<file path="src/rtl/msi_ind_pkg.sv">
package msi_ind_pkg;
  typedef enum logic [2:0] {
    ST_IDLE   = 3'd0,
    ST_LOOK   = 3'd1,
    ST_IND_RD = 3'd2,
    ST_IND_WR = 3'd3,
    ST_SUM_RD = 3'd4,
    ST_SUM_WR = 3'd5
  } seq_state_e;

  localparam int unsigned ISC_SHIFT  = 27;
  localparam int unsigned QUAL_SHIFT = 8;
endpackage

</file>
<file path="src/rtl/msi_ind_table.sv">
module msi_ind_table #(
  parameter int unsigned NUM    = 32,
  parameter int unsigned FID_W  = 24,
  parameter int unsigned ADDR_W = 16,
  parameter int unsigned OFF_W  = 16,
  parameter int unsigned ISC_W  = 3,
  localparam int unsigned IDX_W = $clog2(NUM)
) (
  input  logic              clk,
  input  logic              rst_n,
  input  logic              cfg_we,
  input  logic [IDX_W-1:0]  cfg_idx,
  input  logic              cfg_valid,
  input  logic [FID_W-1:0]  cfg_fid,
  input  logic [ADDR_W-1:0] cfg_ind_base,
  input  logic [OFF_W-1:0]  cfg_ind_off,
  input  logic [ADDR_W-1:0] cfg_sum_base,
  input  logic [OFF_W-1:0]  cfg_sum_off,
  input  logic [ISC_W-1:0]  cfg_isc,
  input  logic [FID_W-1:0]  look_fid,
  output logic              hit,
  output logic [ADDR_W-1:0] hit_ind_base,
  output logic [OFF_W-1:0]  hit_ind_off,
  output logic [ADDR_W-1:0] hit_sum_base,
  output logic [OFF_W-1:0]  hit_sum_off,
  output logic [ISC_W-1:0]  hit_isc
);
  logic [NUM-1:0]    vld_q;
  logic [FID_W-1:0]  fid_q  [NUM];
  logic [ADDR_W-1:0] ibase_q[NUM];
  logic [OFF_W-1:0]  ioff_q [NUM];
  logic [ADDR_W-1:0] sbase_q[NUM];
  logic [OFF_W-1:0]  soff_q [NUM];
  logic [ISC_W-1:0]  isc_q  [NUM];
  logic [NUM-1:0]    match;

  for (genvar i = 0; i < NUM; i++) begin : g_ent
    logic ent_en;
    assign ent_en   = cfg_we && (cfg_idx == IDX_W'(i));
    assign match[i] = vld_q[i] && (fid_q[i] == look_fid);

    always_ff @(posedge clk or negedge rst_n) begin
      if (!rst_n) vld_q[i] <= 1'b0;
      else if (ent_en) vld_q[i] <= cfg_valid;
    end

    always_ff @(posedge clk) begin
      if (ent_en) begin
        fid_q[i]   <= cfg_fid;
        ibase_q[i] <= cfg_ind_base;
        ioff_q[i]  <= cfg_ind_off;
        sbase_q[i] <= cfg_sum_base;
        soff_q[i]  <= cfg_sum_off;
        isc_q[i]   <= cfg_isc;
      end
    end
  end

  // Walk from the top down so that the lowest matching index is the one kept.
  always_comb begin
    hit          = |match;
    hit_ind_base = '0;
    hit_ind_off  = '0;
    hit_sum_base = '0;
    hit_sum_off  = '0;
    hit_isc      = '0;
    for (int i = NUM - 1; i >= 0; i--) begin
      if (match[i]) begin
        hit_ind_base = ibase_q[i];
        hit_ind_off  = ioff_q[i];
        hit_sum_base = sbase_q[i];
        hit_sum_off  = soff_q[i];
        hit_isc      = isc_q[i];
      end
    end
  end

  // a hit must come from an entry whose valid flag is set
  assert_hit_valid_R2: assert property (@(posedge clk) disable iff (!rst_n)
    hit |-> (vld_q != '0));
endmodule

</file>
<file path="src/rtl/msi_ind_seq.sv">
module msi_ind_seq
  import msi_ind_pkg::*;
#(
  parameter int unsigned DATA_W = 32,
  parameter int unsigned VEC_W  = 8,
  parameter int unsigned ADDR_W = 16,
  parameter int unsigned OFF_W  = 16,
  parameter int unsigned ISC_W  = 3,
  localparam int unsigned FID_W = DATA_W - VEC_W,
  localparam int unsigned POS_W = OFF_W + 1
) (
  input  logic              clk,
  input  logic              rst_n,
  input  logic              wr_valid,
  input  logic [DATA_W-1:0] wr_data,
  output logic              busy,
  output logic [FID_W-1:0]  look_fid,
  input  logic              hit,
  input  logic [ADDR_W-1:0] hit_ind_base,
  input  logic [OFF_W-1:0]  hit_ind_off,
  input  logic [ADDR_W-1:0] hit_sum_base,
  input  logic [OFF_W-1:0]  hit_sum_off,
  input  logic [ISC_W-1:0]  hit_isc,
  output logic              mem_req,
  output logic              mem_we,
  output logic [ADDR_W-1:0] mem_addr,
  output logic [7:0]        mem_wdata,
  input  logic [7:0]        mem_rdata,
  output logic              irq_valid,
  output logic [31:0]       irq_word,
  output logic              err_valid,
  output logic [FID_W-1:0]  err_fid,
  output logic [31:0]       err_qual
);
  seq_state_e        st_q, st_d;
  logic [FID_W-1:0]  fid_q;
  logic [VEC_W-1:0]  vec_q;
  logic [ADDR_W-1:0] iaddr_q, saddr_q, iaddr_d, saddr_d;
  logic [7:0]        imask_q, smask_q, imask_d, smask_d;
  logic [ISC_W-1:0]  isc_q;
  logic              irq_q, irq_d, err_q, err_d;
  logic              take_req, take_loc;
  logic [POS_W-1:0]  ipos, spos;

  assign take_req = (st_q == ST_IDLE) && wr_valid;
  assign take_loc = (st_q == ST_LOOK) && hit;
  assign look_fid = fid_q;

  // Byte address and MSB-first mask of each bit to set
  always_comb begin
    ipos    = POS_W'(hit_ind_off) + POS_W'(vec_q);
    spos    = POS_W'(hit_sum_off);
    iaddr_d = hit_ind_base + ADDR_W'(ipos >> 3);
    saddr_d = hit_sum_base + ADDR_W'(spos >> 3);
    imask_d = 8'h80 >> ipos[2:0];
    smask_d = 8'h80 >> spos[2:0];
  end

  always_comb begin
    st_d  = st_q;
    irq_d = 1'b0;
    err_d = 1'b0;
    unique case (st_q)
      ST_IDLE:   if (wr_valid) st_d = ST_LOOK;
      ST_LOOK:   if (hit) st_d = ST_IND_RD;
                 else begin st_d = ST_IDLE; err_d = 1'b1; end
      ST_IND_RD: st_d = ST_IND_WR;
      ST_IND_WR: st_d = ST_SUM_RD;
      ST_SUM_RD: st_d = ST_SUM_WR;
      ST_SUM_WR: begin st_d = ST_IDLE; irq_d = (mem_rdata == 8'h00); end
      default:   st_d = ST_IDLE;
    endcase
  end

  always_ff @(posedge clk or negedge rst_n) begin
    if (!rst_n) begin
      st_q  <= ST_IDLE;
      irq_q <= 1'b0;
      err_q <= 1'b0;
    end else begin
      st_q  <= st_d;
      irq_q <= irq_d;
      err_q <= err_d;
    end
  end

  always_ff @(posedge clk) begin
    if (take_req) begin
      fid_q <= wr_data[DATA_W-1:VEC_W];
      vec_q <= wr_data[VEC_W-1:0];
    end
    if (take_loc) begin
      iaddr_q <= iaddr_d;
      saddr_q <= saddr_d;
      imask_q <= imask_d;
      smask_q <= smask_d;
      isc_q   <= hit_isc;
    end
  end

  always_comb begin
    mem_req   = (st_q == ST_IND_RD) || (st_q == ST_IND_WR) ||
                (st_q == ST_SUM_RD) || (st_q == ST_SUM_WR);
    mem_we    = (st_q == ST_IND_WR) || (st_q == ST_SUM_WR);
    mem_addr  = ((st_q == ST_SUM_RD) || (st_q == ST_SUM_WR)) ? saddr_q : iaddr_q;
    mem_wdata = mem_rdata | ((st_q == ST_SUM_WR) ? smask_q : imask_q);
  end

  assign busy      = (st_q != ST_IDLE);
  assign irq_valid = irq_q;
  assign irq_word  = (32'(isc_q) << ISC_SHIFT) | 32'h1;
  assign err_valid = err_q;
  assign err_fid   = fid_q;
  assign err_qual  = 32'(vec_q) << QUAL_SHIFT;

  // every write follows a read of the same byte on the previous cycle
  assert_rmw_pair_R5: assert property (@(posedge clk) disable iff (!rst_n)
    (mem_req && mem_we) |-> ($past(mem_req && !mem_we) && $past(mem_addr) == mem_addr));
  // the write only adds a single bit to the byte read
  assert_or_one_bit_R5: assert property (@(posedge clk) disable iff (!rst_n)
    (mem_req && mem_we) |-> (((mem_wdata & mem_rdata) == mem_rdata) &&
                             ($countones(mem_wdata ^ mem_rdata) <= 1)));
  // a summary read is only issued right after a write
  assert_ind_first_R6: assert property (@(posedge clk) disable iff (!rst_n)
    (st_q == ST_SUM_RD) |-> $past(mem_req && mem_we));
  // an interrupt only follows a write whose byte read back as zero
  assert_irq_on_zero_R7: assert property (@(posedge clk) disable iff (!rst_n)
    irq_valid |-> $past(mem_req && mem_we && mem_rdata == 8'h00));
  // error events are one-cycle pulses, never alongside an interrupt
  assert_err_pulse_R8: assert property (@(posedge clk) disable iff (!rst_n)
    err_valid |=> !err_valid);
  assert_err_no_irq_R8: assert property (@(posedge clk) disable iff (!rst_n)
    !(err_valid && irq_valid));
endmodule

</file>
<file path="src/rtl/msi_ind_setter.sv">
module msi_ind_setter #(
  parameter int unsigned NUM    = 32,
  parameter int unsigned DATA_W = 32,
  parameter int unsigned VEC_W  = 8,
  parameter int unsigned ADDR_W = 16,
  parameter int unsigned OFF_W  = 16,
  parameter int unsigned ISC_W  = 3,
  localparam int unsigned FID_W = DATA_W - VEC_W,
  localparam int unsigned IDX_W = $clog2(NUM)
) (
  input  logic              clk,
  input  logic              rst_n,
  input  logic              cfg_we,
  input  logic [IDX_W-1:0]  cfg_idx,
  input  logic              cfg_valid,
  input  logic [FID_W-1:0]  cfg_fid,
  input  logic [ADDR_W-1:0] cfg_ind_base,
  input  logic [OFF_W-1:0]  cfg_ind_off,
  input  logic [ADDR_W-1:0] cfg_sum_base,
  input  logic [OFF_W-1:0]  cfg_sum_off,
  input  logic [ISC_W-1:0]  cfg_isc,
  input  logic              wr_valid,
  input  logic [DATA_W-1:0] wr_data,
  output logic              busy,
  input  logic              rd_en,
  output logic              rd_valid,
  output logic [31:0]       rd_data,
  output logic              mem_req,
  output logic              mem_we,
  output logic [ADDR_W-1:0] mem_addr,
  output logic [7:0]        mem_wdata,
  input  logic [7:0]        mem_rdata,
  output logic              irq_valid,
  output logic [31:0]       irq_word,
  output logic              err_valid,
  output logic [FID_W-1:0]  err_fid,
  output logic [31:0]       err_qual
);
  logic [FID_W-1:0]  look_fid;
  logic              hit;
  logic [ADDR_W-1:0] h_ibase, h_sbase;
  logic [OFF_W-1:0]  h_ioff, h_soff;
  logic [ISC_W-1:0]  h_isc;
  logic              rd_q;

  msi_ind_table #(
    .NUM(NUM), .FID_W(FID_W), .ADDR_W(ADDR_W), .OFF_W(OFF_W), .ISC_W(ISC_W)
  ) u_tbl (
    .clk(clk), .rst_n(rst_n),
    .cfg_we(cfg_we), .cfg_idx(cfg_idx), .cfg_valid(cfg_valid), .cfg_fid(cfg_fid),
    .cfg_ind_base(cfg_ind_base), .cfg_ind_off(cfg_ind_off),
    .cfg_sum_base(cfg_sum_base), .cfg_sum_off(cfg_sum_off), .cfg_isc(cfg_isc),
    .look_fid(look_fid), .hit(hit),
    .hit_ind_base(h_ibase), .hit_ind_off(h_ioff),
    .hit_sum_base(h_sbase), .hit_sum_off(h_soff), .hit_isc(h_isc)
  );

  msi_ind_seq #(
    .DATA_W(DATA_W), .VEC_W(VEC_W), .ADDR_W(ADDR_W), .OFF_W(OFF_W), .ISC_W(ISC_W)
  ) u_seq (
    .clk(clk), .rst_n(rst_n),
    .wr_valid(wr_valid), .wr_data(wr_data), .busy(busy),
    .look_fid(look_fid), .hit(hit),
    .hit_ind_base(h_ibase), .hit_ind_off(h_ioff),
    .hit_sum_base(h_sbase), .hit_sum_off(h_soff), .hit_isc(h_isc),
    .mem_req(mem_req), .mem_we(mem_we), .mem_addr(mem_addr),
    .mem_wdata(mem_wdata), .mem_rdata(mem_rdata),
    .irq_valid(irq_valid), .irq_word(irq_word),
    .err_valid(err_valid), .err_fid(err_fid), .err_qual(err_qual)
  );

  // Control region read: all ones, one cycle after the strobe
  always_ff @(posedge clk or negedge rst_n) begin
    if (!rst_n) rd_q <= 1'b0;
    else rd_q <= rd_en;
  end

  assign rd_valid = rd_q;
  assign rd_data  = rd_q ? 32'hFFFF_FFFF : 32'h0;

  // read data follows the strobe by one cycle
  assert_rd_follow_R10: assert property (@(posedge clk) disable iff (!rst_n)
    $past(rd_en) |-> (rd_valid && rd_data == 32'hFFFF_FFFF));
endmodule

</file>
<file path="config.mk">
export PLATFORM = sky130hd
export DESIGN_NAME = msi_ind_setter
export DESIGN_NICKNAME = d
export VERILOG_FILES = /design/src/rtl/msi_ind_pkg.sv /design/src/rtl/msi_ind_table.sv /design/src/rtl/msi_ind_seq.sv /design/src/rtl/msi_ind_setter.sv
export SDC_FILE = /design/constraint.sdc
export NUM_CORES = 2
export LEC_CHECK = 0
export CAP_MARGIN = 5
export CORE_UTILIZATION = 33
export CTS_CLUSTER_SIZE = 40
export DETAILED_ROUTE_END_ITERATION = 8
export GPL_TIMING_DRIVEN = 0
export PLACE_DENSITY = 0.56
export SLEW_MARGIN = 25
export SYNTH_ARGS = -nofsm -noshare
export SYNTH_HDL_FRONTEND = slang
export SYNTH_SLANG_ARGS = --single-unit
</file>
<file path="constraint.sdc">
create_clock -name clk -period 7.4 [get_ports clk]
set_input_delay 1.11 -clock clk [delete_from_list [all_inputs] [get_ports clk]]
set_output_delay 1.11 -clock clk [all_outputs]
set_load 0.02 [all_outputs]
</file>
# Word-level counts from Yosys, hierarchy flattened
# Memories as Yosys holds them, arrays and structs flattened.
# Index checks and enable logic that the tools add are counted.
# Widths: inputs -> output; s select.
[op_classes]
eq_ne = 69
bitwise_logic = 1
reduce_logical = 262
add_sub_neg = 3
muxes = 791
shifts = 2
[ops]
columns = ["cell", "n"]
rows = [
  ["$mux 16", 253],
  ["$reduce_or 16->1", 124],
  ["$mux 5", 186],
  ["$eq 24x24->1", 32],
  ["$mux 24", 31],
  ["$reduce_or 24->1", 31],
  ["$mux 1", 253],
  ["$mux 3", 64],
  ["$reduce_or 3->1", 31],
  ["$eq 5x5->1 const B", 16],
  ["$logic_and 1x1->1", 66],
  ["$eq 5x4->1 const B", 8],
  ["$mux 32", 1],
  ["$reduce_or 32->1", 1],
  ["$eq 5x3->1 const B", 4],
  ["$add 16x8->17", 1],
  ["$add 16x13->16", 1],
  ["$add 16x14->16", 1],
  ["$shr 8x3->8 const A", 2],
  ["$pmux 3 s5", 1],
  ["$eq 5x2->1 const B", 2],
  ["$logic_not 8->1", 1],
  ["$mux 8", 1],
  ["$or 8x8->8", 1],
  ["other kinds (10)", 16],
]
[totals]
mem_bits_rw = 2912
memories = 6
regBits = 121
[memory_table]
columns = ["name", "words", "word_bits", "rd", "rd_ports_with_merged_regs", "write_ports", "line", "text"]
rows = [
  ["u_tbl.fid_q", 32, 24, 32, 0, 1, "msi_ind_table.sv:29", "logic [FID_W-1:0] fid_q [NUM];"],
  ["u_tbl.ibase_q", 32, 16, 32, 0, 1, "msi_ind_table.sv:30", "logic [ADDR_W-1:0] ibase_q[NUM];"],
  ["u_tbl.ioff_q", 32, 16, 32, 0, 1, "msi_ind_table.sv:31", "logic [OFF_W-1:0] ioff_q [NUM];"],
  ["u_tbl.sbase_q", 32, 16, 32, 0, 1, "msi_ind_table.sv:32", "logic [ADDR_W-1:0] sbase_q[NUM];"],
  ["u_tbl.soff_q", 32, 16, 32, 0, 1, "msi_ind_table.sv:33", "logic [OFF_W-1:0] soff_q [NUM];"],
  ["u_tbl.isc_q", 32, 3, 32, 0, 1, "msi_ind_table.sv:34", "logic [ISC_W-1:0] isc_q [NUM];"],
]

# Logic depth before layout (Yosys ltp)
# An unclocked memory read counts as a cell.
[depth]
word_depth = 37
ltp_mapped = 44

# Modules after synthesis
# A second synthesis with hierarchy kept.
[hier_totals]
hier_cells = 8571
hier_area_um2 = 124773.4
[modules_own_cells]
columns = ["module", "cells_each", "area_per_inst_um2", "n_inst"]
rows = [
  ["msi_ind_table", 7997, 118686.3, 1],
  ["msi_ind_seq", 541, 5821.8, 1],
  ["msi_ind_setter", 33, 265.3, 1],
]

# Worst setup path before layout
# OpenSTA, ideal clock, no wires.
[synth_path]
path_kind = "in2reg"
startpoint = "input cfg_idx[2]"
endpoint = "register u_tbl.vld_q[28]"
setup_slack_ps = -1420
arrival_time_ps = 8723
setup_time_ps = 96
stages = 4
path_cell_list = "clkbuf_1 > nand4_1 > nor3_1 > mux2_2"
[synth_via]
elab_chain_len = 2
[synth_lines]
columns = ["item", "line", "text"]
rows = [
  ["start: declaration", "msi_ind_setter.sv:14", "input logic [IDX_W-1:0] cfg_idx,"],
  ["$eq 5x5->1", "msi_ind_table.sv:39", "assign ent_en = cfg_we && (cfg_idx == IDX_W'(i));"],
  ["$logic_and 1x1->1", "msi_ind_table.sv:39", ""],
  ["via u_tbl.g_ent[28].ent_en", "msi_ind_table.sv:38", "logic ent_en;"],
  ["end signal: indexed assignment", "msi_ind_table.sv:44", "else if (ent_en) vld_q[i] <= cfg_valid;"],
  ["end: declaration", "msi_ind_table.sv:28", "logic [NUM-1:0] vld_q;"],
]
# The timed path passes the listed nets, and every way through them passes these cells.
# A chain may end at the register's enable or synchronous reset.

# Final worst setup path
[layout_path]
startpoint = "register u_seq.fid_q[22] (netlist: u_seq.err_fid[22])"
endpoint = "register u_seq.iaddr_q[15], data pin"
[layout_via]
elab_chain_len = 36
elab_cells_between_ends = 130
[layout_lines]
columns = ["item", "line", "text"]
rows = [
  ["start: declaration", "msi_ind_seq.sv:36", "logic [FID_W-1:0] fid_q;"],
  ["start signal: assignment", "msi_ind_seq.sv:89", "fid_q <= wr_data[DATA_W-1:VEC_W];"],
  ["$eq 24x24->1", "msi_ind_table.sv:40", "assign match[i] = vld_q[i] && (fid_q[i] == look_fid);"],
  ["$logic_and 1x1->1", "msi_ind_table.sv:40", ""],
  ["$mux 16 (32 in a row)", "msi_ind_table.sv:68", "if (match[i]) begin"],
  ["$add 16x8->17", "msi_ind_seq.sv:51", "ipos = POS_W'(hit_ind_off) + POS_W'(vec_q);"],
  ["$add 16x14->16 *", "msi_ind_seq.sv:53", "iaddr_d = hit_ind_base + ADDR_W'(ipos >> 3);"],
  ["via u_seq.iaddr_d[15]", "msi_ind_seq.sv:38", "logic [ADDR_W-1:0] iaddr_q, saddr_q, iaddr_d, saddr_d;"],
  ["end signal: assignment", "msi_ind_seq.sv:93", "iaddr_q <= iaddr_d;"],
  ["end: declaration", "msi_ind_seq.sv:38", ""],
]
# Mark *: on every way through the listed nets, which the timed path passes. The rest lies on a longest branch.

==> reports/results.ini <==
[outcome]
status=finished with violations
violations=negative setup slack

[critical_path]
timing.rr.end=u_seq.iaddr_q[15]
start_kind=register
path_depth=34
setup_cp_type=register to register
timing.reg2reg.worst_path_depth=34
r2r_start=u_seq.err_fid[22]
crit_required_ns=8.04
worst-path-max-fanout=10
critPathCapture=u_seq.iaddr_q[15]
worst_path_max_stage_delay_ns=0.79
end_kind=register
crit_path_frequent_cell=o21ai_1
cp_delay_by_family_top=compound AO/OA/AOI/OAI gates
cp_num_buf_inv=6
worstSetupStartpoint=u_seq.err_fid[22]
cp.arrival_ns=8.67
crit_path_top_delay_cell=buf_1
rrSetupSlack_ns=-0.63

[cells_and_area]
synthToLayoutAreaGrowth_pct=23.13
postLayoutCoreUtil_pct=40.95
multiInputGateArea_um2=30190
regArea_um2=90890
finalNetCount=9169
final_layout_size_suffix_gt1_share_pct=19.06
num-fill-cells=32920

[timing]
final.period_utilization_pct=108.5
worst_slew_slack_as_a_fraction_of_its_limit_pct=24.08
timing.final.setup_violations=7
timing.final.hold_violations=0
worst_slew_pin_slew_ns=1.124
timing_max_transition_violations_final=0
worst_clock_skew_ns=0.07431
period_minus_slack_ns=8.030
rsz0062_at_grt=true
postLayoutSetupSlackWorst_ns=-0.6302
fmaxAchievable_ghz=0.1245
final.setup.tns_ns=-2.928

[logic_synthesis]
syn_avg_cell_area_um2=15.37
async_flop_share_pct=1.253
synth_seq_cells=3033
synthesis.area_um2=122000
synth_cells=7943
synth.area.top_cells=edfxtp_1 74%, xnor2_1 3.6%, xor2_1 2.2%
top_cell_type_s_share_of_synthesized_area_pct=73.69
synth_enable_flop_cells=2995
netlist-cell-type-count=86
yosysWarningCount=0
yosysSeqAreaShare_pct=74.47
synth.largest_area_cell=edfxtp_1
synth_top_flop_cell=edfxtp_1

[power]
leakage_nw=49.96
power_dens_cells_nw_per_um2=243.8
design_power_total_w=0.03664
max-vdd-ir-drop_mv=0.1945

[grt]
via_count_of_the_first_global_routing_pass=73000
number_of_antenna_violations_at_the_first_check_in_global_routing=58
largest_net_degree_at_the_start_of_global_routing=34
first_pass_grt_wire_length_um=544100
globalRouteOverflowTotal=0
grt_usage_pct=20.12

[route]
route.vias.total=75020
drc_violations_left=0
dr.pass1.iters=6
wl_per_cell_um=27.19
drt-vias-per-instance=5.283
antenna_left=0
detail_route.iter0.violations=8952
detail_route.wirelength_um=386000

[place]
detailedPlace.worstSlack_ns=-4.311
dp_hpwl_um=263400
finalWeightedCongestion=0.8396
port_buffers=238

[floorplan]
die_w_um=610.1
core.rowCount=222
core_area_um2=366900
io_count=292
initial_core_util_pct=33.26
die_area_um2=372300
floorplan.die.height_um=610.1

[clock_tree]
clock_tree.root_cell=clkbuf_16
cts_sinks=3033
cts_buffers=330
insertion_delay_ns=0.94
cts_max_level=5
tritoncts=built
clk_pin_slew_worst_paths_ns=0.06
cts_buffer_depth=4

[run]
drv.max_cap_violation_count=0

[min_path]
min_path_type=primary input to asynchronous set/reset pin

power by group:
part,switching (W),internal (W)
sequential,0.0000867,0.0191
combinational,0.000923,0.000501
clock,0.00683,0.00918
sequential cells by signal (all words and copies together), names as in the netlist, 16 cells and up:
signal and count:
u_tbl.sbase_q 512, u_tbl.vld_q 32, u_tbl.isc_q 96, u_tbl.soff_q 512
u_seq.iaddr_q 16, u_tbl.ioff_q 512, u_tbl.fid_q 768, u_tbl.ibase_q 512
u_seq.saddr_q 16, u_seq.err_fid 24
what timing repair did:
action,CTS,global route
endpoints found under the setup margin,64,15
setup buffers,145,63
gates resized for setup,737,204
pin swaps,127,118
gates cloned,4,1
hold endpoints to repair,0,0
hold buffers,0,0
worst register-to-register path, delay by kind of cell, from the launching register on:
family / cells / cell delay [ns]
AOI/OAI and AO/OA: 14 / 2.88
xor gates and xnor gates: 3 / 0.47
adders and majority gates: 2 / 0.67
buffers and inverters: 6 / 1.86
DFF: 1 / 0.50
muxes: 1 / 0.09
and+or+nand+nor: 8 / 1.32
per-layer routing:
metal | wire length [um] | track usage, % | up-vias | part of all wire (%)
met4 | 13560 | 6.626 | 40 | 3.5
li1 | - | - | 32860 | -
met2 | 181500 | 32.73 | 3164 | 47
met1 | 163400 | 27.65 | 38300 | 42
met5 | 267 | 0 | - | 0.069
met3 | 27320 | 2.912 | 648 | 7.1
placed cells by master (no fill, tap or decap), drive strengths merged, types with 22 or more instances in the layout:
| master | netlist | final |
|---|---|---|
| a211oi | 37 | 37 |
| a21o | 29 | 29 |
| a21oi | 445 | 445 |
| a221o | 35 | 35 |
| a221oi | 126 | 126 |
| a222oi | 24 | 24 |
| a22oi | 41 | 41 |
| a311oi | 30 | 30 |
| a31oi | 54 | 54 |
| buf | 265 | 791 |
| clkbuf | 306 | 713 |
| clkdlybuf4s50 | 0 | 146 |
| clkinv | 5 | 145 |
| conb | 2 | 53 |
| dfrtp | 38 | 38 |
| edfxtp | 2995 | 2995 |
| ha | 36 | 36 |
| inv | 86 | 96 |
| mux2 | 69 | 69 |
| mux2i | 56 | 56 |
| nand2 | 432 | 432 |
| nand2b | 42 | 42 |
| nand3 | 79 | 79 |
| nand4 | 142 | 142 |
| nor2 | 442 | 442 |
| nor3 | 127 | 127 |
| nor3b | 53 | 53 |
| nor4 | 89 | 89 |
| o211ai | 23 | 23 |
| o21ai | 485 | 485 |
| o221a | 24 | 24 |
| o221ai | 202 | 202 |
| o22ai | 60 | 60 |
| o311a | 22 | 22 |
| o31ai | 33 | 33 |
| xnor2 | 496 | 496 |
| xor2 | 310 | 310 |
area by class of cell:
cell class,count,share of cell area (%)
Clock buffer,422,5.913
Buffer,557,3.074
Antenna cell,17,0.02831
Clock inverter,176,1.027
Inverter,91,0.2348
Timing Repair Buffer,676,5.043
Tap cell,4928,4.103
Multi-Input combinational cell,4299,20.09
Sequential cell,3033,60.48
cell families after synthesis:
family          Yosys count  synth area share [%]
simple gates           1497                 5.834
other cells               2              0.006153
xor+xnor                806                 5.784
fa+ha+maj                39                0.4183
compound gates         1779                 9.638
mux                     125                 1.096
buf+inv                 662                 2.753
flops                  3033                 74.47
synth_stat cells (all sizes together), types with 127 or more instances:
cell type  instances
clkbuf           306
xnor2            496
xor2             310
o221ai           202
nand4            142
buf              265
nand2            432
nor2             442
edfxtp          2995
o21ai            485
nor3             127
a21oi            445
how the worst min path moves through the flow:
stage | from | to | slack, ns | cells after the start
2_1_floorplan | u_tbl.vld_q[0] | u_tbl.vld_q[0] | 0.48 | 1
3_3_place_gp | u_tbl.vld_q[10] | u_tbl.vld_q[10] | 0.49 | 1
3_5_place_dp | u_tbl.vld_q[24] | u_tbl.vld_q[24] | 0.50 | 1
4_1_cts | rst_n | u_tbl.vld_q[10] | 0.13 | 1
5_1_grt | rst_n | u_tbl.vld_q[0] | 0.19 | 1
6_report | rst_n | u_tbl.vld_q[10] | 0.19 | 1
stage by stage:
stage | hold slack, ns | instance area [um2] | cells
2_1_floorplan | 0.4805 | 122200 | 7994
3_3_place_gp | 0.4895 | 130800 | 13160
3_5_place_dp | 0.4952 | 134400 | 13390
4_1_cts | 0.1336 | 148900 | 14120
5_1_grt | 0.1932 | 150200 | 14190
6_report | 0.1897 | 150300 | 14200
Note: power is estimated with default switching activity, not from simulation.
